$ cat config.mk
export PLATFORM = sky130hd
export DESIGN_NAME = rand_policy_pm
export DESIGN_NICKNAME = d
export VERILOG_FILES = /design/src/rtl/rpp_pkg.sv /design/src/rtl/rpp_table.sv /design/src/rtl/rpp_lfsr.sv /design/src/rtl/rpp_select.sv /design/src/rtl/rand_policy_pm.sv
export SDC_FILE = /design/constraint.sdc
export NUM_CORES = 2
export LEC_CHECK = 0
export BUFFER_PORTS_ARGS = -buffer_cell sky130_fd_sc_hd__buf_4
export CORE_UTILIZATION = 55
export DETAILED_ROUTE_END_ITERATION = 8
export GPL_ROUTABILITY_DRIVEN = 0
export PLACE_DENSITY = 0.71
export SYNTH_ARGS = -nofsm -noshare
export SYNTH_HDL_FRONTEND = slang
export SYNTH_SLANG_ARGS = --single-unit
$ cat constraint.sdc
create_clock -name clk -period 6.6 [get_ports clk]
set_input_delay 1.98 -clock clk [delete_from_list [all_inputs] [get_ports clk]]
set_output_delay 1.98 -clock clk [all_outputs]
set_load 0.005 [all_outputs]
$ cat src/rtl/rpp_pkg.sv
// Package: shared widths and types for the randomized policy selector.
// Assumes an 8-bit probability resolution and a 16-bit random register.
package rpp_pkg;
    localparam int PROB_W = 8;
    localparam int RND_W  = 16;
    localparam logic [RND_W-1:0] RND_TAPS  = 16'hB400; // bits 15,13,12,10
    localparam logic [RND_W-1:0] RND_RESET = 16'hACE1;
    localparam logic [PROB_W-1:0] PROB_FULL = {PROB_W{1'b1}};

    typedef logic [PROB_W-1:0] prob_t;
    typedef logic [RND_W-1:0]  rnd_t;
endpackage

$ cat src/rtl/rpp_table.sv
// Module: policy storage. One row per system state, one cumulative
// threshold per command. Reads are combinational, so a write at an edge
// is seen by decisions only from the following edge.
// Assumes wr_state < NSTATE (always true when NSTATE = 2**IDX_W).
module rpp_table
    import rpp_pkg::*;
#(
    parameter int IDX_W = 6,
    parameter int NCMD  = 4,
    localparam int NSTATE = 1 << IDX_W,
    localparam int CMD_W  = (NCMD > 1) ? $clog2(NCMD) : 1
) (
    input  logic                   clk,
    input  logic                   rst_n,
    input  logic                   wr_en,
    input  logic [IDX_W-1:0]       wr_state,
    input  logic [CMD_W-1:0]       wr_cmd,
    input  prob_t                  wr_thresh,
    input  logic [IDX_W-1:0]       rd_state,
    output logic [NCMD*PROB_W-1:0] rd_row
);
    logic [NCMD*PROB_W-1:0] row_q [NSTATE];

    for (genvar s = 0; s < NSTATE; s++) begin : g_row
        for (genvar c = 0; c < NCMD; c++) begin : g_col
            // Hold one threshold; reset to full range, write when addressed.
            always_ff @(posedge clk) begin
                if (!rst_n)
                    row_q[s][c*PROB_W +: PROB_W] <= PROB_FULL;
                else if (wr_en && (wr_state == IDX_W'(s)) && (wr_cmd == CMD_W'(c)))
                    row_q[s][c*PROB_W +: PROB_W] <= wr_thresh;
            end
        end
    end

    // Present the row of the state being decided.
    always_comb rd_row = row_q[rd_state];
endmodule

$ cat src/rtl/rpp_lfsr.sv
// Module: seedable Fibonacci shift register that supplies random samples.
// Advances once per 'adv'; a seed load takes precedence. A zero seed is
// replaced by 1 so the register never locks up.
module rpp_lfsr
    import rpp_pkg::*;
(
    input  logic clk,
    input  logic rst_n,
    input  logic adv,
    input  logic seed_we,
    input  rnd_t seed_val,
    output rnd_t state
);
    rnd_t state_q;
    logic fb;

    // Feedback bit from the tap mask.
    always_comb fb = ^(state_q & RND_TAPS);

    // Register update: reset, seed load, or one shift step.
    always_ff @(posedge clk) begin
        if (!rst_n)
            state_q <= RND_RESET;
        else if (seed_we)
            state_q <= (seed_val == '0) ? rnd_t'(1) : seed_val;
        else if (adv)
            state_q <= {state_q[RND_W-2:0], fb};
    end

    assign state = state_q;
endmodule

$ cat src/rtl/rpp_select.sv
// Module: combinational command picker. Issues the lowest command whose
// threshold is above the sample or saturated at full scale; otherwise the
// highest command. Assumes thresholds are laid out command 0 in the low bits.
module rpp_select
    import rpp_pkg::*;
#(
    parameter int NCMD = 4,
    localparam int CMD_W = (NCMD > 1) ? $clog2(NCMD) : 1
) (
    input  logic [NCMD*PROB_W-1:0] row,
    input  prob_t                  sample,
    output logic [CMD_W-1:0]       cmd
);
    logic [NCMD-1:0] hit;

    for (genvar c = 0; c < NCMD; c++) begin : g_hit
        // One comparator per command column.
        always_comb hit[c] = (row[c*PROB_W +: PROB_W] > sample) ||
                             (row[c*PROB_W +: PROB_W] == PROB_FULL);
    end

    // Priority pick: scan downward so the lowest hit wins.
    always_comb begin
        cmd = CMD_W'(NCMD - 1);
        for (int c = NCMD - 1; c >= 0; c--) begin
            if (hit[c]) cmd = CMD_W'(c);
        end
    end
endmodule

$ cat src/rtl/rand_policy_pm.sv
// Module: top of the randomized stationary power-command selector.
// At each tick the current state row and random sample choose a command,
// which is registered with a one-cycle valid pulse. Assumes tick is a
// single-cycle pulse generated at the decision period.
module rand_policy_pm
    import rpp_pkg::*;
#(
    parameter int SR_W = 2,
    parameter int SP_W = 2,
    parameter int Q_W  = 2,
    parameter int NCMD = 4,
    localparam int IDX_W = SR_W + SP_W + Q_W,
    localparam int CMD_W = (NCMD > 1) ? $clog2(NCMD) : 1
) (
    input  logic             clk,
    input  logic             rst_n,
    input  logic             tick,
    input  logic [SR_W-1:0]  req_state,
    input  logic [SP_W-1:0]  prov_state,
    input  logic [Q_W-1:0]   queue_lvl,
    input  logic             wr_en,
    input  logic [IDX_W-1:0] wr_state,
    input  logic [CMD_W-1:0] wr_cmd,
    input  logic [PROB_W-1:0] wr_thresh,
    input  logic             seed_we,
    input  logic [RND_W-1:0] seed_val,
    output logic [CMD_W-1:0] cmd_out,
    output logic             cmd_valid
);
    logic [IDX_W-1:0]       cur_idx;
    logic [NCMD*PROB_W-1:0] cur_row;
    rnd_t                   rnd_state;
    logic [CMD_W-1:0]       pick;
    logic [CMD_W-1:0]       cmd_q;
    logic                   valid_q;

    // Form the system-state index, requester state most significant.
    always_comb cur_idx = {req_state, prov_state, queue_lvl};

    rpp_table #(.IDX_W(IDX_W), .NCMD(NCMD)) table_i (
        .clk      (clk),
        .rst_n    (rst_n),
        .wr_en    (wr_en),
        .wr_state (wr_state),
        .wr_cmd   (wr_cmd),
        .wr_thresh(wr_thresh),
        .rd_state (cur_idx),
        .rd_row   (cur_row)
    );

    rpp_lfsr lfsr_i (
        .clk     (clk),
        .rst_n   (rst_n),
        .adv     (tick),
        .seed_we (seed_we),
        .seed_val(seed_val),
        .state   (rnd_state)
    );

    rpp_select #(.NCMD(NCMD)) select_i (
        .row   (cur_row),
        .sample(rnd_state[PROB_W-1:0]),
        .cmd   (pick)
    );

    // Register the command at a tick and mark it valid for one cycle.
    always_ff @(posedge clk) begin
        if (!rst_n) begin
            cmd_q   <= '0;
            valid_q <= 1'b0;
        end else begin
            valid_q <= tick;
            if (tick) cmd_q <= pick;
        end
    end

    assign cmd_out   = cmd_q;
    assign cmd_valid = valid_q;
endmodule

==> flow_metrics.env <==
export IMPL_fin_crit_ns=5.59
export IMPL_holdWs_ns=0.603
export IMPL_met1_length_um=79700
export IMPL_grtUsageTotal=0.314
export IMPL_fin_tns_setup_ns=0
export IMPL_wl_met3_um=26500
export IMPL_viasPerCell=6.91
export IMPL_drtIter0Drc=6746
export IMPL_grt_setup_unrepaired="false"
export IMPL_status="finished clean"
export IMPL_portBuffers=45
export IMPL_cellPowerDensity_nw_per_um2=276
export IMPL_die_area_um2=134000
export IMPL_cts_max_level=4
export IMPL_fin_util=0.614
export IMPL_reg2reg_depth=11
export IMPL_postCtsSetupBuffers=0
export IMPL_cts_tree="built"
export IMPL_synthesis_nets=4998
export IMPL_syn_area_per_cell_um2=14.8
export IMPL_wl_met2_um=96100
export IMPL_cts_sinks=1555
export IMPL_cts_resized=0
export IMPL_crit_chain="buf_4, buf_4, nand2_1, o21ai_0, o2111ai_1, ha_1, a21o_1, a21o_1, a21oi_1, a22oi_1, or3_1, o221a_1"
export IMPL_synth_most_common_cell="or3_1"
export IMPL_grt_pass1_vias=44500
export IMPL_antenna_found_initial=10
export IMPL_ir_drop_mv=0.287
export IMPL_top_layer_used="met5"
export IMPL_critPathSlowestCell="o21ai_0"
export IMPL_fin_crit_sh=0.847
export IMPL_seq_area_um2=46500
export IMPL_worst_ep_required_time_ns=7.29
export IMPL_path_delay_family="compound AO/OA/AOI/OAI gates"
export IMPL_multiInputGateArea_um2=23700
export IMPL_path_class="in -> reg"
export IMPL_drtPass1Iterations=8
export IMPL_fmax_mhz=179
export IMPL_hold_path_class="reg -> reg"
export IMPL_ctsHoldBuffers=0
export IMPL_fp_dieH_um=367
export IMPL_vias=46500
export IMPL_overflow=0
export IMPL_cp_max_fo=20
export IMPL_root_buffer="clkbuf_16"
export IMPL_worstSetupEndpointType="register"
export IMPL_synthCells=4931
export IMPL_yosysUniqueCellTypes=69
export IMPL_hold_viol=0
export IMPL_post_place_ws_ns=0.365
export IMPL_timing_final_max_slew_violations=0
export IMPL_async_flop_share=0
export IMPL_synth_ff_latch_count=1555
export IMPL_synth_commonest_cells="or3_1, edfxtp_1, clkbuf_1"
export IMPL_worst_path_buf_inv=2
export IMPL_tightest_slew_ns=1.39
export IMPL_numCtsBuffers=161
export IMPL_route_detailed_drc=0
export IMPL_antenna_left=0
export IMPL_synth_area_leaders="edfxtp_1, or3_1, mux4_2"
export IMPL_die_w_um=367
export IMPL_drv_cap=0
export IMPL_floorplan_rows=133
export IMPL_ys_flop_type="edfxtp_1"
export IMPL_clk_pin_slew_ns=0.06
export IMPL_wire_per_inst_um=31.4
export IMPL_wl_um=211000
export IMPL_syn_area_um2=73100
export IMPL_timing_rr_start="table_i.row_q[59][12]"
export IMPL_synth_top_area_cell="edfxtp_1"
export IMPL_rrSetupSlack_ns=2.56
export IMPL_skew_ns=0.0222
export IMPL_setup_ws_ns=1.01
export IMPL_start_util=0.555
export IMPL_worstPathArrival_ns=6.28
export IMPL_leakagePower_nw=25.0
export IMPL_hold_end="lfsr_i.state[11]"
export IMPL_grt_max_degree=156
export IMPL_io_pins=46
export IMPL_max_slew_margin=0.0668
export IMPL_startpoint_type="input pin"
export IMPL_r2r_end="cmd_out[0]"
export IMPL_ys_seq_area_frac=0.636
export IMPL_area_growth_pct=10.6
export IMPL_whs_path_depth=3
export IMPL_netlist_area_leader_share=0.631
export IMPL_cp_slowest_stage_delay_ns=1.09
export IMPL_nets=4913
export IMPL_grt_pass1_wl_um=309000
export IMPL_fillers=9387
export IMPL_setup_viol=0
export IMPL_worstHoldStart="lfsr_i.state[11]"
export IMPL_cts_max_path_buffers=3
export IMPL_drive_gt1_frac=0.212
export IMPL_clock_latency_ns=0.82
export IMPL_synth_warnings=0
export IMPL_hpwl_um=132000
export IMPL_coreArea_um2=132000
export IMPL_synth_edf_count=1536
==> sequential cells by signal, indices dropped and copies added (netlist names) <==
signal / cells
table_i.row_q: 1536
lfsr_i.state: 16
cmd_out: 2
cmd_valid: 1
==> through the flow <==
| stage | area [um^2] | total power [mW] | instances |
|---|---|---|---|
| floorplan | 73100 | 12.8 | 4931 |
| global placement | 75800 | 13.6 | 6437 |
| detailed placement | 75800 | 13.7 | 6437 |
| CTS | 80800 | 22.3 | 6731 |
| global route | 80800 | 22.8 | 6732 |
| finish | 80800 | 22.3 | 6735 |
==> power breakdown <==
| part | internal, mW | switching (mW) |
|---|---|---|
| sequential | 11.3 | 0.161 |
| clock | 4.96 | 3.82 |
| combinational | 0.743 | 1.31 |
==> logic make-up after synthesis <==
kind of cell	share of synthesized area
buffers and inverters	0.0407
multiplexers	0.137
AND/OR/NAND/NOR	0.147
AO/OA/AOI/OAI	0.0341
flip-flops	0.636
adder cells (fa/ha/maj)	0.00411
XOR/XNOR	0.000359
==> worst reg2reg max path, stage by stage (launching register included) <==
cell       delay [ns]
edfxtp_1         0.38
mux4_2           0.45
mux2_2           0.37
o21ai_0          0.90
o2111ai_1        0.24
ha_1             0.26
a21o_1           0.18
a21o_1           0.18
a21oi_1          0.18
a22oi_1          0.17
or3_1            0.40
o221a_1          0.21
==> per-layer routing <==
layer,up-vias,track usage
li1,19400,-
met1,23600,0.446
met2,3049,0.465
met3,481,0.0829
met4,12,0.125
met5,-,0
==> cell usage in the layout, fill, tap and decap left out, types with 19 or more instances in the layout <==
cell type     n
mux2i_1      78
ha_1         24
clkbuf_1     38
clkinv_1     42
nand2_1     107
a21oi_1      31
buf_4       361
nor2_1       51
o21ai_0     195
clkbuf_16   165
a22oi_1      31
buf_12       27
edfxtp_1   1536
or3_1      1538
clkinv_2     19
dfxtp_1      19
o21ai_1      24
mux4_2      404
a221oi_1     25
==> worst max path at each step <==
stage / start / to / cells after the start
after floorplan: queue_lvl[0] / cmd_out[1] / 18
after global placement: queue_lvl[0] / cmd_out[0] / 17
after detailed placement: queue_lvl[0] / cmd_out[0] / 17
after CTS: queue_lvl[0] / cmd_out[0] / 17
after global routing: queue_lvl[0] / cmd_out[0] / 17
final: prov_state[1] / cmd_out[0] / 12
==> layout make-up <==
class | instances | area share
Clock buffer | 209 | 0.0539
Tap cell | 1755 | 0.0272
Multi-Input combinational cell | 2712 | 0.293
Inverter | 16 | 0.000743
Timing Repair Buffer | 400 | 0.0420
Clock inverter | 85 | 0.00823
Antenna cell | 3 | 0.0000929
Sequential cell | 1555 | 0.575
Power figures use the tool's default switching activity.
